$ cat config.mk
export PLATFORM = sky130hd
export DESIGN_NAME = mmfr_engine
export DESIGN_NICKNAME = d
export VERILOG_FILES = /design/src/rtl/mmfr_pkg.sv /design/src/rtl/mmfr_setup_dec.sv /design/src/rtl/mmfr_seq.sv /design/src/rtl/mmfr_shift.sv /design/src/rtl/mmfr_engine.sv
export SDC_FILE = /design/constraint.sdc
export NUM_CORES = 1
export LEC_CHECK = 0
export BUFFER_PORTS_ARGS = -buffer_cell sky130_fd_sc_hd__buf_2
export CORE_ASPECT_RATIO = 1.2
export CORE_MARGIN = 2
export CORE_UTILIZATION = 50
export DETAILED_ROUTE_END_ITERATION = 6
export PLACE_DENSITY = 0.83
export SYNTH_ARGS = -nofsm -noshare
export SYNTH_HDL_FRONTEND = slang
export SYNTH_HIERARCHICAL = 1
export SYNTH_SLANG_ARGS = --single-unit
export TNS_END_PERCENT = 5
$ cat constraint.sdc
create_clock -name clk -period 4.6 [get_ports clk]
set_clock_uncertainty 0.2 [all_clocks]
set_input_delay 0 -clock clk [delete_from_list [all_inputs] [get_ports clk]]
set_output_delay 0 -clock clk [all_outputs]
set_load 0.02 [all_outputs]
$ cat src/rtl/mmfr_pkg.sv
package mmfr_pkg;
  localparam int SETUP_W        = 32;
  localparam int MAX_ADDR_BYTES = 4;
  localparam int DMY_W          = 6;   // 8*3 + 31 = 55 fits

  typedef enum logic [1:0] {
    ST_IDLE  = 2'd0,
    ST_SHIFT = 2'd1,
    ST_RESP  = 2'd2
  } mmfr_state_e;

  typedef enum logic [1:0] {
    PH_OPC = 2'd0,
    PH_ADR = 2'd1,
    PH_DMY = 2'd2,
    PH_DAT = 2'd3
  } mmfr_phase_e;

  typedef struct packed {
    logic [7:0]       opcode;
    logic [2:0]       adr_bytes;  // 1..4
    logic [DMY_W-1:0] dmy_clks;
    logic             quad;
  } mmfr_frame_t;
endpackage

$ cat src/rtl/mmfr_setup_dec.sv
module mmfr_setup_dec
  import mmfr_pkg::*;
(
  input  logic [SETUP_W-1:0] setup,
  output mmfr_frame_t        frame
);
  // Fields with no effect on a read sequence.
  logic unused_setup_bits;
  assign unused_setup_bits = ^{setup[31:29], setup[23:14]};

  always_comb begin
    frame.opcode    = setup[7:0];
    frame.adr_bytes = {1'b0, setup[9:8]} + 3'd1;
    frame.dmy_clks  = {1'b0, setup[11:10], 3'b000} + {1'b0, setup[28:24]};
    frame.quad      = (setup[13:12] == 2'b11);
  end
endmodule

$ cat src/rtl/mmfr_seq.sv
module mmfr_seq
  import mmfr_pkg::*;
#(
  parameter int DATA_BYTES = 4
) (
  input  logic             clk,
  input  logic             rst_n,
  input  logic             start,
  input  logic [2:0]       adr_bytes,
  input  logic [DMY_W-1:0] dmy_clks,
  input  logic             quad,
  output logic             busy,
  output logic             sclk,
  output logic             tick,
  output logic             last,
  output mmfr_phase_e      phase
);
  localparam int DAT_CLKS_1 = 8 * DATA_BYTES;
  localparam int DAT_CLKS_4 = 2 * DATA_BYTES;
  localparam int MAX_CLKS   = 8 + 8 * MAX_ADDR_BYTES + 55 + DAT_CLKS_1;
  localparam int CNT_W      = $clog2(MAX_CLKS + 1);

  logic [CNT_W-1:0] cnt;
  logic [CNT_W-1:0] adr_end;
  logic [CNT_W-1:0] dmy_end;
  logic [CNT_W-1:0] total;

  always_comb begin
    adr_end = CNT_W'(8) + CNT_W'({adr_bytes, 3'b000});
    dmy_end = adr_end + CNT_W'(dmy_clks);
    total   = dmy_end + (quad ? CNT_W'(DAT_CLKS_4) : CNT_W'(DAT_CLKS_1));
  end

  always_comb begin
    if (cnt < CNT_W'(8))   phase = PH_OPC;
    else if (cnt < adr_end) phase = PH_ADR;
    else if (cnt < dmy_end) phase = PH_DMY;
    else                    phase = PH_DAT;
  end

  assign tick = busy & sclk;
  assign last = tick && (cnt == total - CNT_W'(1));

  always_ff @(posedge clk or negedge rst_n) begin
    if (!rst_n) begin
      busy <= 1'b0;
      sclk <= 1'b0;
      cnt  <= '0;
    end else if (start) begin
      busy <= 1'b1;
      sclk <= 1'b0;
      cnt  <= '0;
    end else if (busy) begin
      if (!sclk) begin
        sclk <= 1'b1;
      end else begin
        sclk <= 1'b0;
        if (last) busy <= 1'b0;
        else      cnt  <= cnt + CNT_W'(1);
      end
    end
  end

  // clock rests low outside a frame
  a_r2_idle_low: assert property (@(posedge clk) disable iff (!rst_n)
    !busy |-> !sclk);
  // each high half is followed by a low half
  a_r2_alternate: assert property (@(posedge clk) disable iff (!rst_n)
    (busy && sclk) |=> !sclk);
endmodule

$ cat src/rtl/mmfr_shift.sv
module mmfr_shift
  import mmfr_pkg::*;
#(
  parameter int ADDR_W     = 32,
  parameter int DATA_BYTES = 4
) (
  input  logic                    clk,
  input  logic                    rst_n,
  input  logic                    load,
  input  logic [7:0]              load_op,
  input  logic [ADDR_W-1:0]       load_addr,
  input  logic [2:0]              load_adr_bytes,
  input  logic                    tick,
  input  mmfr_phase_e             phase,
  input  logic                    quad,
  input  logic [3:0]              io_in,
  output logic                    tx_bit,
  output logic [8*DATA_BYTES-1:0] rx_word
);
  localparam int AF_W = 8 * MAX_ADDR_BYTES;
  localparam int TX_W = 8 + AF_W;
  localparam int RX_W = 8 * DATA_BYTES;

  logic [TX_W-1:0] txsr;
  logic [RX_W-1:0] rxsr;
  logic [AF_W-1:0] adr_ext;
  logic [5:0]      pad;

  assign adr_ext = AF_W'(load_addr);
  assign pad     = {3'd4 - load_adr_bytes, 3'b000};
  assign tx_bit  = txsr[TX_W-1];

  always_ff @(posedge clk or negedge rst_n) begin
    if (!rst_n) begin
      txsr <= '0;
      rxsr <= '0;
    end else if (load) begin
      txsr <= {load_op, adr_ext << pad};
    end else if (tick) begin
      txsr <= txsr << 1;
      if (phase == PH_DAT) begin
        if (quad) rxsr <= {rxsr[RX_W-5:0], io_in};
        else      rxsr <= {rxsr[RX_W-2:0], io_in[1]};
      end
    end
  end

  for (genvar g = 0; g < DATA_BYTES; g++) begin : g_lane
    assign rx_word[8*g +: 8] = rxsr[RX_W-1-8*g -: 8];
  end
endmodule

$ cat src/rtl/mmfr_engine.sv
module mmfr_engine
  import mmfr_pkg::*;
#(
  parameter  int ADDR_W     = 32,
  parameter  int DATA_BYTES = 4,
  localparam int DATA_W     = 8 * DATA_BYTES
) (
  input  logic               clk,
  input  logic               rst_n,
  input  logic [SETUP_W-1:0] setup_word,
  input  logic               map_own,
  input  logic               req_valid,
  output logic               req_ready,
  input  logic [ADDR_W-1:0]  req_addr,
  output logic               rsp_valid,
  input  logic               rsp_ready,
  output logic [DATA_W-1:0]  rsp_data,
  output logic               rsp_err,
  output logic               flash_sclk,
  output logic               flash_cs_n,
  output logic [3:0]         flash_io_out,
  output logic [3:0]         flash_io_oe,
  input  logic [3:0]         flash_io_in
);
  mmfr_state_e      st;
  mmfr_frame_t      frame_d;
  logic [2:0]       adr_q;
  logic [DMY_W-1:0] dmy_q;
  logic             quad_q;
  logic             err_q;
  logic             start;
  logic             busy, tick, last, tx_bit;
  mmfr_phase_e      phase;
  logic [DATA_W-1:0] rx_word;

  mmfr_setup_dec u_dec (
    .setup (setup_word),
    .frame (frame_d)
  );

  assign req_ready = (st == ST_IDLE);
  assign start     = req_valid && req_ready && map_own;

  always_ff @(posedge clk or negedge rst_n) begin
    if (!rst_n) begin
      st     <= ST_IDLE;
      err_q  <= 1'b0;
      adr_q  <= 3'd1;
      dmy_q  <= '0;
      quad_q <= 1'b0;
    end else begin
      unique case (st)
        ST_IDLE: if (req_valid) begin
          if (map_own) begin
            st     <= ST_SHIFT;
            err_q  <= 1'b0;
            adr_q  <= frame_d.adr_bytes;
            dmy_q  <= frame_d.dmy_clks;
            quad_q <= frame_d.quad;
          end else begin
            st    <= ST_RESP;
            err_q <= 1'b1;
          end
        end
        ST_SHIFT: if (last) st <= ST_RESP;
        ST_RESP:  if (rsp_ready) st <= ST_IDLE;
        default:  st <= ST_IDLE;
      endcase
    end
  end

  mmfr_seq #(.DATA_BYTES(DATA_BYTES)) u_seq (
    .clk       (clk),
    .rst_n     (rst_n),
    .start     (start),
    .adr_bytes (adr_q),
    .dmy_clks  (dmy_q),
    .quad      (quad_q),
    .busy      (busy),
    .sclk      (flash_sclk),
    .tick      (tick),
    .last      (last),
    .phase     (phase)
  );

  mmfr_shift #(.ADDR_W(ADDR_W), .DATA_BYTES(DATA_BYTES)) u_shift (
    .clk            (clk),
    .rst_n          (rst_n),
    .load           (start),
    .load_op        (frame_d.opcode),
    .load_addr      (req_addr),
    .load_adr_bytes (frame_d.adr_bytes),
    .tick           (tick),
    .phase          (phase),
    .quad           (quad_q),
    .io_in          (flash_io_in),
    .tx_bit         (tx_bit),
    .rx_word        (rx_word)
  );

  assign flash_cs_n   = ~busy;
  assign flash_io_out = {3'b000, busy & tx_bit};
  assign flash_io_oe  = (busy && (phase == PH_OPC || phase == PH_ADR)) ? 4'b0001 : 4'b0000;
  assign rsp_valid    = (st == ST_RESP);
  assign rsp_err      = rsp_valid & err_q;
  assign rsp_data     = (rsp_valid && !err_q) ? rx_word : '0;

  // idle handshake implies no frame and no pending response
  a_r1_ready_idle: assert property (@(posedge clk) disable iff (!rst_n)
    req_ready |-> (flash_cs_n && !rsp_valid));
  // a stalled response holds its contents
  a_r1_rsp_hold: assert property (@(posedge clk) disable iff (!rst_n)
    (rsp_valid && !rsp_ready) |=> (rsp_valid && $stable(rsp_data) && $stable(rsp_err)));
  // unowned request never reaches the pins
  a_r9_unowned_quiet: assert property (@(posedge clk) disable iff (!rst_n)
    (req_valid && req_ready && !map_own) |=> (flash_cs_n && rsp_valid && rsp_err));
  // lines undriven outside a frame
  a_r5_no_drive_idle: assert property (@(posedge clk) disable iff (!rst_n)
    flash_cs_n |-> (flash_io_oe == 4'b0000));
endmodule

After elaboration in Yosys (flattened, before gate mapping)
Cells that the tools add are included.
{"block": "classes", "bitwise": 5, "reduce_logical": 17, "n_mux": 26, "n_addsub": 8, "magnitude_cmp": 3, "n_eq_ne": 10, "shift": 1}
{"op": "$mux 40", "count": 2}
{"op": "$mux 32", "count": 2}
{"op": "$shl 32x6->32", "count": 1}
{"op": "$mux 7", "count": 4}
{"op": "$lt 7x7->1", "count": 2}
{"op": "$mux 2", "count": 6}
{"op": "$reduce_and 3->1", "count": 4}
{"op": "$mux 1", "count": 10}
{"op": "$add 4x6->7 const A", "count": 1}
{"op": "$add 7x1->7 const B", "count": 1}
{"op": "$add 7x6->7", "count": 1}
{"op": "$add 7x7->7", "count": 1}
{"op": "$eq 7x7->1", "count": 1}
{"op": "$lt 7x4->1 const B", "count": 1}
{"op": "$sub 7x1->7 const B", "count": 1}
{"op": "$add 5x5->6", "count": 1}
{"op": "$eq 2x2->1 const B", "count": 3}
{"op": "$mux 6", "count": 1}
{"op": "$ne 2x2->1 const B", "count": 3}
{"op": "$pmux 2 s3", "count": 1}
{"op": "$reduce_bool 2->1", "count": 3}
{"op": "$logic_and 1x1->1", "count": 5}
{"op": "$eq 2x1->1 const B", "count": 2}
{"op": "$logic_not 2->1", "count": 2}
{"op": "8 further kinds", "count": 11}
{"block": "word_totals", "inputBits": 73, "word_cells": 80, "out_inout_bits": 45, "ff_bits": 94}

Depth between registers and ports, before layout
Gate-level depths: netlist (run 1).
{"block": "depth", "ltp_word": 10, "mapped_depth": 14, "depth_no_buf": 14}

By module
The synthesis (run 1) kept the hierarchy.
{"mod": "mmfr_shift", "cells_per_inst": 345, "area_per_inst_um2": 3812.4, "n_inst": 1}
{"mod": "mmfr_seq", "cells_per_inst": 132, "area_per_inst_um2": 1222.4, "n_inst": 1}
{"mod": "mmfr_engine", "cells_per_inst": 85, "area_per_inst_um2": 859.6, "n_inst": 1}
{"mod": "mmfr_setup_dec", "cells_per_inst": 16, "area_per_inst_um2": 137.6, "n_inst": 1}

Least setup slack after synthesis (run 1)
OpenSTA, ideal clock, no wires.
{"block": "synth_timing", "kind": "reg-to-reg", "start": "register adr_q[0]", "end": "register u_seq.cnt[2]", "n_path_buf": 0, "period_less_slack_ps": 3413, "arrival_time_ps": 3086, "setup_slack_ps": 1187, "setup_ps": 128, "stages_incl_launch_ff": 12, "cell_sequence": "dfstp_2 ha_1 fa_1 xnor2_1 ha_1 inv_1 ha_1 a21o_1 a31oi_4 xor2_4 a21oi_1 mux2_1"}
{"block": "synth_via", "elab_chain_len": 8}
{"element": "start: declaration", "line": "mmfr_engine.sv:27", "rtl": "logic [2:0] adr_q;"}
{"element": "start signal: assignment", "line": "mmfr_engine.sv:57", "rtl": "adr_q <= frame_d.adr_bytes;"}
{"element": "$add 4x6->7", "line": "mmfr_seq.sv:29", "rtl": "adr_end = CNT_W'(8) + CNT_W'({adr_bytes, 3'b000});"}
{"element": "$add 7x6->7", "line": "mmfr_seq.sv:30", "rtl": "dmy_end = adr_end + CNT_W'(dmy_clks);"}
{"element": "$add 7x7->7", "line": "mmfr_seq.sv:31", "rtl": "total = dmy_end + (quad ? CNT_W'(DAT_CLKS_4) : CNT_W'(DAT_CLKS_1));"}
{"element": "$sub 7x1->7", "line": "mmfr_seq.sv:42", "rtl": "assign last = tick && (cnt == total - CNT_W'(1));"}
{"element": "$eq 7x7->1", "line": "mmfr_seq.sv:42"}
{"element": "$logic_and 1x1->1", "line": "mmfr_seq.sv:42"}
{"element": "$ne 2x2->1 (no line)"}
{"element": "$reduce_and 3->1 (no line)"}
{"element": "end signal: assignment", "line": "mmfr_seq.sv:59", "rtl": "else cnt <= cnt + CNT_W'(1);"}
{"element": "end: declaration", "line": "mmfr_seq.sv:23", "rtl": "logic [CNT_W-1:0] cnt;"}
Every way passes these cells.
A chain may end at the register's enable or synchronous reset.

Worst setup path after layout (run 1)
{"block": "layout_timing", "start": "register adr_q[0]", "end": "register st[1]"}
{"block": "layout_via", "elab_chain_len": 8}
{"element": "$add 4x6->7", "line": "mmfr_seq.sv:29"}
{"element": "$add 7x6->7", "line": "mmfr_seq.sv:30"}
{"element": "$add 7x7->7", "line": "mmfr_seq.sv:31"}
{"element": "$sub 7x1->7", "line": "mmfr_seq.sv:42"}
{"element": "$eq 7x7->1", "line": "mmfr_seq.sv:42"}
{"element": "$logic_and 1x1->1", "line": "mmfr_seq.sv:42"}
{"element": "named net last", "line": "mmfr_engine.sv:32", "rtl": "logic busy, tick, last, tx_bit;"}
{"element": "$ne 2x2->1 (no line)"}
{"element": "$reduce_and 3->1 (no line)"}
{"element": "end signal: assignment", "line": "mmfr_engine.sv:46", "rtl": "st <= ST_IDLE;"}
{"element": "end signal: assignment", "line": "mmfr_engine.sv:55", "rtl": "st <= ST_SHIFT;"}
{"element": "end signal: assignment", "line": "mmfr_engine.sv:61", "rtl": "st <= ST_RESP;"}
{"element": "end: declaration", "line": "mmfr_engine.sv:25", "rtl": "mmfr_state_e st;"}
The timed path passes the listed nets, and every way through them passes these cells.

==> results of run 1 <==
-- state kept, by name, summed over array words and instances (netlist names) --
name / flops
u_shift/txsr: 40
adr_q: 3
err_q: 1
st: 2
u_seq/sclk: 1
u_seq/cnt: 7
dmy_q: 6
u_seq/busy: 1
quad_q: 1
u_shift/rxsr: 32
-- layer usage --
| metal | up-vias | wire length [um] | GRT usage |
|---|---|---|---|
| met2 | 140 | 7111 | 0.3741 |
| met1 | 2211 | 5760 | 0.2631 |
| li1 | 2268 | - | - |
| met3 | 19 | 580 | 0.04186 |
| met5 | - | 0 | 0 |
| met4 | 0 | 259 | 0.07075 |
-- stage by stage --
| step | utilization | hold slack, ns | power (mW) | instance area [um2] | setup WS [ns] |
|---|---|---|---|---|---|
| 2_1_floorplan | - | -0.4956 | 3.445 | 6051 | 1.187 |
| 6_report | 0.6306 | 0.007038 | 4.669 | 7362 | 0.4925 |
| 3_3_place_gp | 0.5526 | -0.1747 | 3.752 | 6451 | 1.026 |
| 4_1_cts | 0.6301 | 0.01424 | 4.689 | 7356 | 0.4939 |
| 5_1_grt | 0.6306 | 0.02659 | 4.998 | 7362 | 0.3278 |
| 3_5_place_dp | 0.5526 | -0.1674 | 3.873 | 6451 | 0.9273 |
-- cell usage in the layout (no fill, tap or decap), types with 2 or more instances in the layout --
cell type,instances
sky130_fd_sc_hd__a211oi_1,7
sky130_fd_sc_hd__a21o_1,3
sky130_fd_sc_hd__a21oi_1,9
sky130_fd_sc_hd__a21oi_4,2
sky130_fd_sc_hd__a2bb2oi_1,7
sky130_fd_sc_hd__and2_0,6
sky130_fd_sc_hd__and2_1,37
sky130_fd_sc_hd__buf_2,97
sky130_fd_sc_hd__buf_4,8
sky130_fd_sc_hd__clkbuf_16,9
sky130_fd_sc_hd__conb_1,6
sky130_fd_sc_hd__dfrtp_1,92
sky130_fd_sc_hd__dlygate4sd3_1,62
sky130_fd_sc_hd__fa_1,3
sky130_fd_sc_hd__ha_1,25
sky130_fd_sc_hd__inv_1,20
sky130_fd_sc_hd__mux2_1,6
sky130_fd_sc_hd__mux2_2,10
sky130_fd_sc_hd__mux2i_1,88
sky130_fd_sc_hd__nand2_1,47
sky130_fd_sc_hd__nand2b_1,4
sky130_fd_sc_hd__nand3_1,4
sky130_fd_sc_hd__nand3b_1,2
sky130_fd_sc_hd__nand4_1,2
sky130_fd_sc_hd__nor2_1,13
sky130_fd_sc_hd__nor2b_1,16
sky130_fd_sc_hd__o21a_1,7
sky130_fd_sc_hd__o21ai_0,11
sky130_fd_sc_hd__o21ai_1,32
sky130_fd_sc_hd__o22ai_1,16
sky130_fd_sc_hd__o2bb2ai_1,7
sky130_fd_sc_hd__o32ai_1,6
sky130_fd_sc_hd__o32ai_2,2
sky130_fd_sc_hd__xnor2_1,10
sky130_fd_sc_hd__xor2_1,3
-- cell families (layout without fill, tap and decap cells) --
family	Yosys count	count (layout)	share of synthesized area
xor+xnor	16	16	0.03008
simple gates	145	145	0.1402
compound gates	114	114	0.1307
other cells	1	6	0.0006217
mux	104	104	0.1759
buf+inv	76	205	0.07052
flops	94	94	0.3902
fa+ha+maj	28	28	0.06181
-- worst min-delay path by stage --
stage | startpoint | slack, ns | end
6_report | rst_n | 0.007 | dmy_q[2]$_DFFE_PN0P_
3_5_place_dp | rst_n | -0.17 | dmy_q[2]$_DFFE_PN0P_
2_1_floorplan | rst_n | -0.50 | adr_q[1]$_DFFE_PN0P_
3_3_place_gp | rst_n | -0.17 | dmy_q[2]$_DFFE_PN0P_
5_1_grt | req_addr[30] | 0.03 | u_shift/txsr[30]$_DFFE_PN0P_
4_1_cts | req_addr[21] | 0.01 | u_shift/txsr[29]$_DFFE_PN0P_
-- repair_timing --
item                      CTS  global route
hold endpoints to repair  101             0
setup buffers               0             0
resized for setup           0             0
hold buffers               62             0
-- power by group through the flow --
| stage | Clock (mW) | Combinational (mW) | Sequential, mW |
|---|---|---|---|
| 2_1_floorplan | 0 | 2.24 | 1.20 |
| 3_3_place_gp | 0 | 2.50 | 1.26 |
| 3_5_place_dp | 0 | 2.60 | 1.27 |
| 4_1_cts | 0.736 | 2.70 | 1.26 |
| 5_1_grt | 0.772 | 2.93 | 1.30 |
| 6_report | 0.718 | 2.69 | 1.26 |
-- area by class of cell --
cell class | instances | area (um2)
timing repair buffer | 167 | 1166
multi-input combinational | 413 | 3278
clock inverter | 5 | 41.29
tap | 157 | 196.4
clock buffer | 11 | 242.7
inverter | 22 | 82.58
fill | 940 | 4313
sequential | 94 | 2355
==> out/summary.log, run 1 <==
[synthesis] number of warnings reported in the yosys synthesis log 6
[placement] placed instance count 791
[global_routing] global-route total usage across every layer 0.2138
[power_and_ir_drop] switching component of the power 2.000 mW
[cells_and_area] count of antenna diodes in the layout 0
[clock_tree] clk root buf sky130_fd_sc_hd__clkbuf_16
[synthesis] Top FF cell, synth sky130_fd_sc_hd__dfrtp_1
[synthesis] Post-synth EDFFs 0
[floorplanning] Initial Utilization 0.5167
[worst_setup_path] Worst Path Class, Setup reg -> reg
[clock_tree] insertion delay to the later sink of the worst-skew pair 0.34 ns
[worst_setup_path] category of cells accounting for the largest share of critical-path delay adder cells
[synthesis] largest cells by area after synthesis sky130_fd_sc_hd__dfrtp_1, sky130_fd_sc_hd__mux2i_1, sky130_fd_sc_hd__ha_1, sky130_fd_sc_hd__and2_1, sky130_fd_sc_hd__nand2_1
[worst_setup_path] reg-to-reg critical path startpoint adr_q[0]$_DFFE_PN1P_
[global_routing] first-pass GRT wire length 22670 um
[clock_tree] clock sink total 94
[clock_tree] clk slew on worst S/H paths 0.07 ns
[worst_setup_path] Critical Path, Cell by Cell ha_1 -> fa_1 -> xnor2_1 -> ha_1 -> inv_1 -> ha_1 -> a21o_1 -> a31oi_4 -> xor2_4 -> nand2_1 -> inv_1 -> nand3b_1 -> nand3_1 -> dlygate4sd3_1
[worst_setup_path] buffers plus inverters on the worst setup path 3
[synthesis] post-synthesis cell area 6032 um2
[worst_setup_path] launch point of the worst path adr_q[0]$_DFFE_PN1P_
[route] Iteration-0 DRC Markers 223
[placement] gpl congestion 0.8133
[power_and_ir_drop] Pint 2.669 mW
[job] Max-cap violations 0
[power_and_ir_drop] Net Sw Frac 0.4283
[placement] count of port buffers added during placement 98
[worst_setup_path] cell type with the highest occurrence count on the critical path sky130_fd_sc_hd__ha_1
[global_routing] pin count of the biggest net entering global routing 65
[route] Pre-Repair DR Iteration Count 5
[synthesis] post-synthesis sequential area ratio 0.3902
[worst_setup_path] setup slack of the most critical reg-to-reg path 0.49 ns
[sta] number of max-slew violations in the final report 0
[route] post-detailed-route via-to-cell ratio 5.337
[route] wire length per cell after detailed routing 15.78 um
[route] total via count in the routed design 4638
[worst_setup_path] Worst Setup End Kind flip-flop
[global_routing] number of antenna violations at the first check in global routing 0
[clock_tree] TritonCTS clock tree done
[sta] setup violation total in the final timing report 0
[floorplanning] height of the die 124.3 um
[sta] worst max-slew margin expressed relative to the limit 0.2537
[synthesis] number of synthesized register bits 94
[floorplanning] core box area 11670 um2
[sta] crit path time final 4.107 ns
[sta] final-report hold violation count 0
[synthesis] share of synthesized registers carrying an async set or reset 1.000
[placement] sum of net half-perimeters after detailed placement 8856 um
[clock_tree] CTS Buf Count 9
[power_and_ir_drop] ratio of total power to cell area 634.2 nW/um2
[floorplanning] horizontal die dimension 104.3 um
[floorplanning] die area 12960 um2
[worst_setup_path] logic depth of the worst path, buffers included 14
[sta] worst-margin pin slew 1.119 ns
[status] status finished, final reports clean
[floorplanning] number of placement rows 43
[route] drc violations 0
[global_routing] Overflow after GRT 0
[clock_tree] deepest clock path buffer count 2
[worst_setup_path] data arrival time of the worst path 4.18 ns
[floorplanning] boundary pin count 118
[cells_and_area] Final Non-Filler Cells 869
[synthesis] synthesized area divided by synthesized cell count 10.44 um2
[route] Routed Antenna Nets 0
[synthesis] most frequent cell after synthesis sky130_fd_sc_hd__dfrtp_1
[power_and_ir_drop] sequential share of power 0.270
[power_and_ir_drop] part of the total power dissipated in combinational logic 0.577
[worst_setup_path] slowest stage cell, crit path sky130_fd_sc_hd__dfstp_2
[sta] final critical-path share of the clock period 0.8929
[route] drt total wl 13710 um
[synthesis] share of the synthesized area in the top cell type 0.3858
[synthesis] count of distinct cell types in the synthesized netlist 62
[power_and_ir_drop] largest voltage drop on the vdd net 476.5 uV
[cells_and_area] proportion of layout cells with a drive suffix above 1 0.2121
[synthesis] post-synth top area cell sky130_fd_sc_hd__dfrtp_1
[synthesis] number of instances in the synthesized netlist 578
[power_and_ir_drop] static leakage power 3.548 nW
[min_path] class of the tightest hold or removal check in -> async
[worst_setup_path] top fanout value on the critical path 7
[sta] unrepaired setup endpoints after global routing false
[worst_setup_path] worst setup path endpoint st[1]$_DFFE_PN0P_
[synthesis] synth cell count leaders sky130_fd_sc_hd__dfrtp_1, sky130_fd_sc_hd__mux2i_1, sky130_fd_sc_hd__nand2_1
[worst_setup_path] type of origin of the critical path flip-flop
[sta] total negative slack 0 ns
[worst_setup_path] crit-path max cell delay 0.57 ns
[worst_setup_path] Worst R2R End st[1]$_DFFE_PN0P_
[worst_setup_path] data required time at the worst endpoint 4.67 ns
[global_routing] via count of the first global-routing pass 4737
[cells_and_area] Post-layout nets 808
[cells_and_area] growth of design area from synthesis to finish 22.05%
[power_and_ir_drop] clock network power share 0.154
[clock_tree] htree depth 3
[sta] Max Clock Freq 243.5 MHz
[worst_setup_path] worst reg2reg path depth 14
(Power assumes the default switching activity.)
==> run 2: changes to the inputs <==
- CORE_ASPECT_RATIO: 1.2 -> 1.25
- CORE_UTILIZATION: 50 -> 53
- PLACE_DENSITY: 0.83 -> 0.81
==> out/summary.log, run 2 (same netlist as run 1, synthesis figures left out) <==
[clock_tree] clock sink total 94
[floorplanning] boundary pin count 118
[sta] final-report hold violation count 0
[route] Iteration-0 DRC Markers 136
[placement] sum of net half-perimeters after detailed placement 8949 um
[sta] setup ws final 0.5337 ns
[floorplanning] Initial Utilization 0.5443
[cells_and_area] Final Non-Filler Cells 846
[cells_and_area] Finished Core Util 0.6612
[clock_tree] clk slew on worst S/H paths 0.06 ns
[global_routing] Overflow after GRT 0
[floorplanning] height of the die 123.3 um
[placement] gpl congestion 0.8344
[sta] setup violation total in the final timing report 0
[floorplanning] horizontal die dimension 99.42 um
[placement] count of port buffers added during placement 98
[clock_tree] TritonCTS clock tree done
[worst_setup_path] Worst Path Class, Setup reg -> reg
[clock_tree] insertion delay to the later sink of the worst-skew pair 0.33 ns
[route] post-detailed-route via-to-cell ratio 5.457
[worst_setup_path] data arrival time of the worst path 4.13 ns
[route] wire length per cell after detailed routing 15.92 um
[sta] worst max-slew margin expressed relative to the limit 0.2713
[sta] number of max-slew violations in the final report 0
[min_path] class of the tightest hold or removal check in -> reg
[cells_and_area] most common cell after layout, fill and taps aside sky130_fd_sc_hd__buf_2
[route] drc violations 0
[sta] crit path time final 4.066 ns
[route] Routed Antenna Nets 0
[global_routing] pin count of the biggest net entering global routing 65
[clock_tree] CTS Buf Count 9
[job] Max-cap violations 0
[route] drt total wl 13470 um
[worst_setup_path] data required time at the worst endpoint 4.67 ns
[sta] total negative slack 0 ns
[cells_and_area] Post-layout nets 808
[placement] Setup WS pre-CTS 0.9627 ns
[route] total via count in the routed design 4617
[cells_and_area] count of filler cells inserted in the layout 881
[worst_setup_path] top fanout value on the critical path 7
[floorplanning] number of placement rows 43
[worst_setup_path] type of origin of the critical path flip-flop
[global_routing] via count of the first global-routing pass 4716
[floorplanning] core box area 11080 um2
[cells_and_area] proportion of layout cells with a drive suffix above 1 0.2138
[placement] placed instance count 769
[route] Pre-Repair DR Iteration Count 5
[placement] area post-placement 6424 um2
[cells_and_area] largest reg by FF count u_shift/txsr
[cells_and_area] count of antenna diodes in the layout 0
[clock_tree] clk root buf sky130_fd_sc_hd__clkbuf_16
[power_and_ir_drop] ratio of total power to cell area 627.7 nW/um2
[clock_tree] Post-CTS Setup Inserts 0
[cells_and_area] growth of design area from synthesis to finish 21.49%
[power_and_ir_drop] static leakage power 3.551 nW
[global_routing] global-route total usage across every layer 0.2245
[floorplanning] die area 12260 um2
[global_routing] first-pass GRT wire length 22140 um
[cells_and_area] area used by multi-input combinational logic 3272 um2
[sta] worst-margin pin slew 1.093 ns
[global_routing] number of antenna violations at the first check in global routing 0
[clock_tree] deepest clock path buffer count 2
[power_and_ir_drop] largest voltage drop on the vdd net 591.5 uV
[worst_setup_path] Worst Setup End Kind flip-flop
[cells_and_area] largest registers u_shift/txsr x40, u_shift/rxsr x32, u_seq/cnt x7
[cells_and_area] sequential cell area 2355 um2
[sta] unrepaired setup endpoints after global routing false
[clock_tree] htree depth 3
[status] status finished, final reports clean
[cells_and_area] cell area after layout 7328 um2
[cells_and_area] top library cells by usage in the layout, fill and taps aside sky130_fd_sc_hd__buf_2, sky130_fd_sc_hd__dfrtp_1, sky130_fd_sc_hd__mux2i_1
[cells_and_area] Largest register FFs 40
[sta] final critical-path share of the clock period 0.8840
[sta] Max Clock Freq 245.9 MHz
==> run 2: routing by layer <==
| metal | GRT usage | up-vias | part of all wire |
|---|---|---|---|
| met3 | 0.03844 | 18 | 0.042 |
| met1 | 0.2807 | 2209 | 0.43 |
| met2 | 0.4003 | 120 | 0.51 |
| met5 | 0 | - | 0 |
| li1 | - | 2270 | - |
| met4 | 0.06421 | 0 | 0.017 |
==> run 2: timing repair <==
item                                   4_1_cts  5_1_grt
gates resized for setup                      0        0
endpoints found under the hold margin       90        0
hold buffers                                62        0
==> run 2: metrics by stage <==
step           hold WS, ns  total power, mW
6_report           0.01647            4.600
4_1_cts            0.01425            4.637
5_1_grt            0.03934            4.925
2_1_floorplan      -0.4956            3.445
3_5_place_dp       -0.2173            3.875
3_3_place_gp       -0.2312            3.743
==> run 2: critical path: stages, from the launching register on <==
cell                            delay [ns]
sky130_fd_sc_hd__dfstp_2              0.57
sky130_fd_sc_hd__ha_1                 0.17
sky130_fd_sc_hd__xor2_1               0.22
sky130_fd_sc_hd__ha_1                 0.32
sky130_fd_sc_hd__xnor2_1              0.17
sky130_fd_sc_hd__ha_1                 0.29
sky130_fd_sc_hd__inv_1                0.04
sky130_fd_sc_hd__ha_1                 0.35
sky130_fd_sc_hd__xnor2_1              0.22
sky130_fd_sc_hd__xnor2_1              0.13
sky130_fd_sc_hd__nor3_4               0.35
sky130_fd_sc_hd__nand2_1              0.17
sky130_fd_sc_hd__inv_1                0.11
sky130_fd_sc_hd__nand3b_1             0.07
sky130_fd_sc_hd__nand3_1              0.07
sky130_fd_sc_hd__dlygate4sd3_1        0.55
==> run 2: final cells by class <==
type	count	share of cell area
flip-flops and latches	94	0.3213
multi-input cells	413	0.4465
repair buffers	167	0.1605
clock inverters	5	0.004781
clock buffers	10	0.03261
inverters	22	0.01127
well taps	135	0.02305
==> run 2: power by group <==
part	total, mW	internal [mW]	switching (mW)
clock network	0.690	0.379	0.311
logic	2.65	1.21	1.44
registers	1.26	1.06	0.193
total	4.60	2.65	1.95
==> run 2: path summary, 6_finish.rpt <==
path | from | to | slack, ns | depth (start not counted)
worst max-delay path | adr_q[0]$_DFFE_PN1P_ | st[1]$_DFFE_PN0P_ | 0.53 | 15
worst min-delay path | req_addr[29] | u_shift/txsr[29]$_DFFE_PN0P_ | 0.02 | 4
worst max register to register | adr_q[0]$_DFFE_PN1P_ | st[1]$_DFFE_PN0P_ | 0.53 | 15
worst min register to register | u_shift/rxsr[31]$_DFFE_PN0P_ | u_shift/rxsr[31]$_DFFE_PN0P_ | 0.30 | 2
max in group asynchronous | rst_n | quad_q$_DFFE_PN0P_ | 2.89 | 4
min in group asynchronous | rst_n | dmy_q[5]$_DFFE_PN0P_ | 0.52 | 4
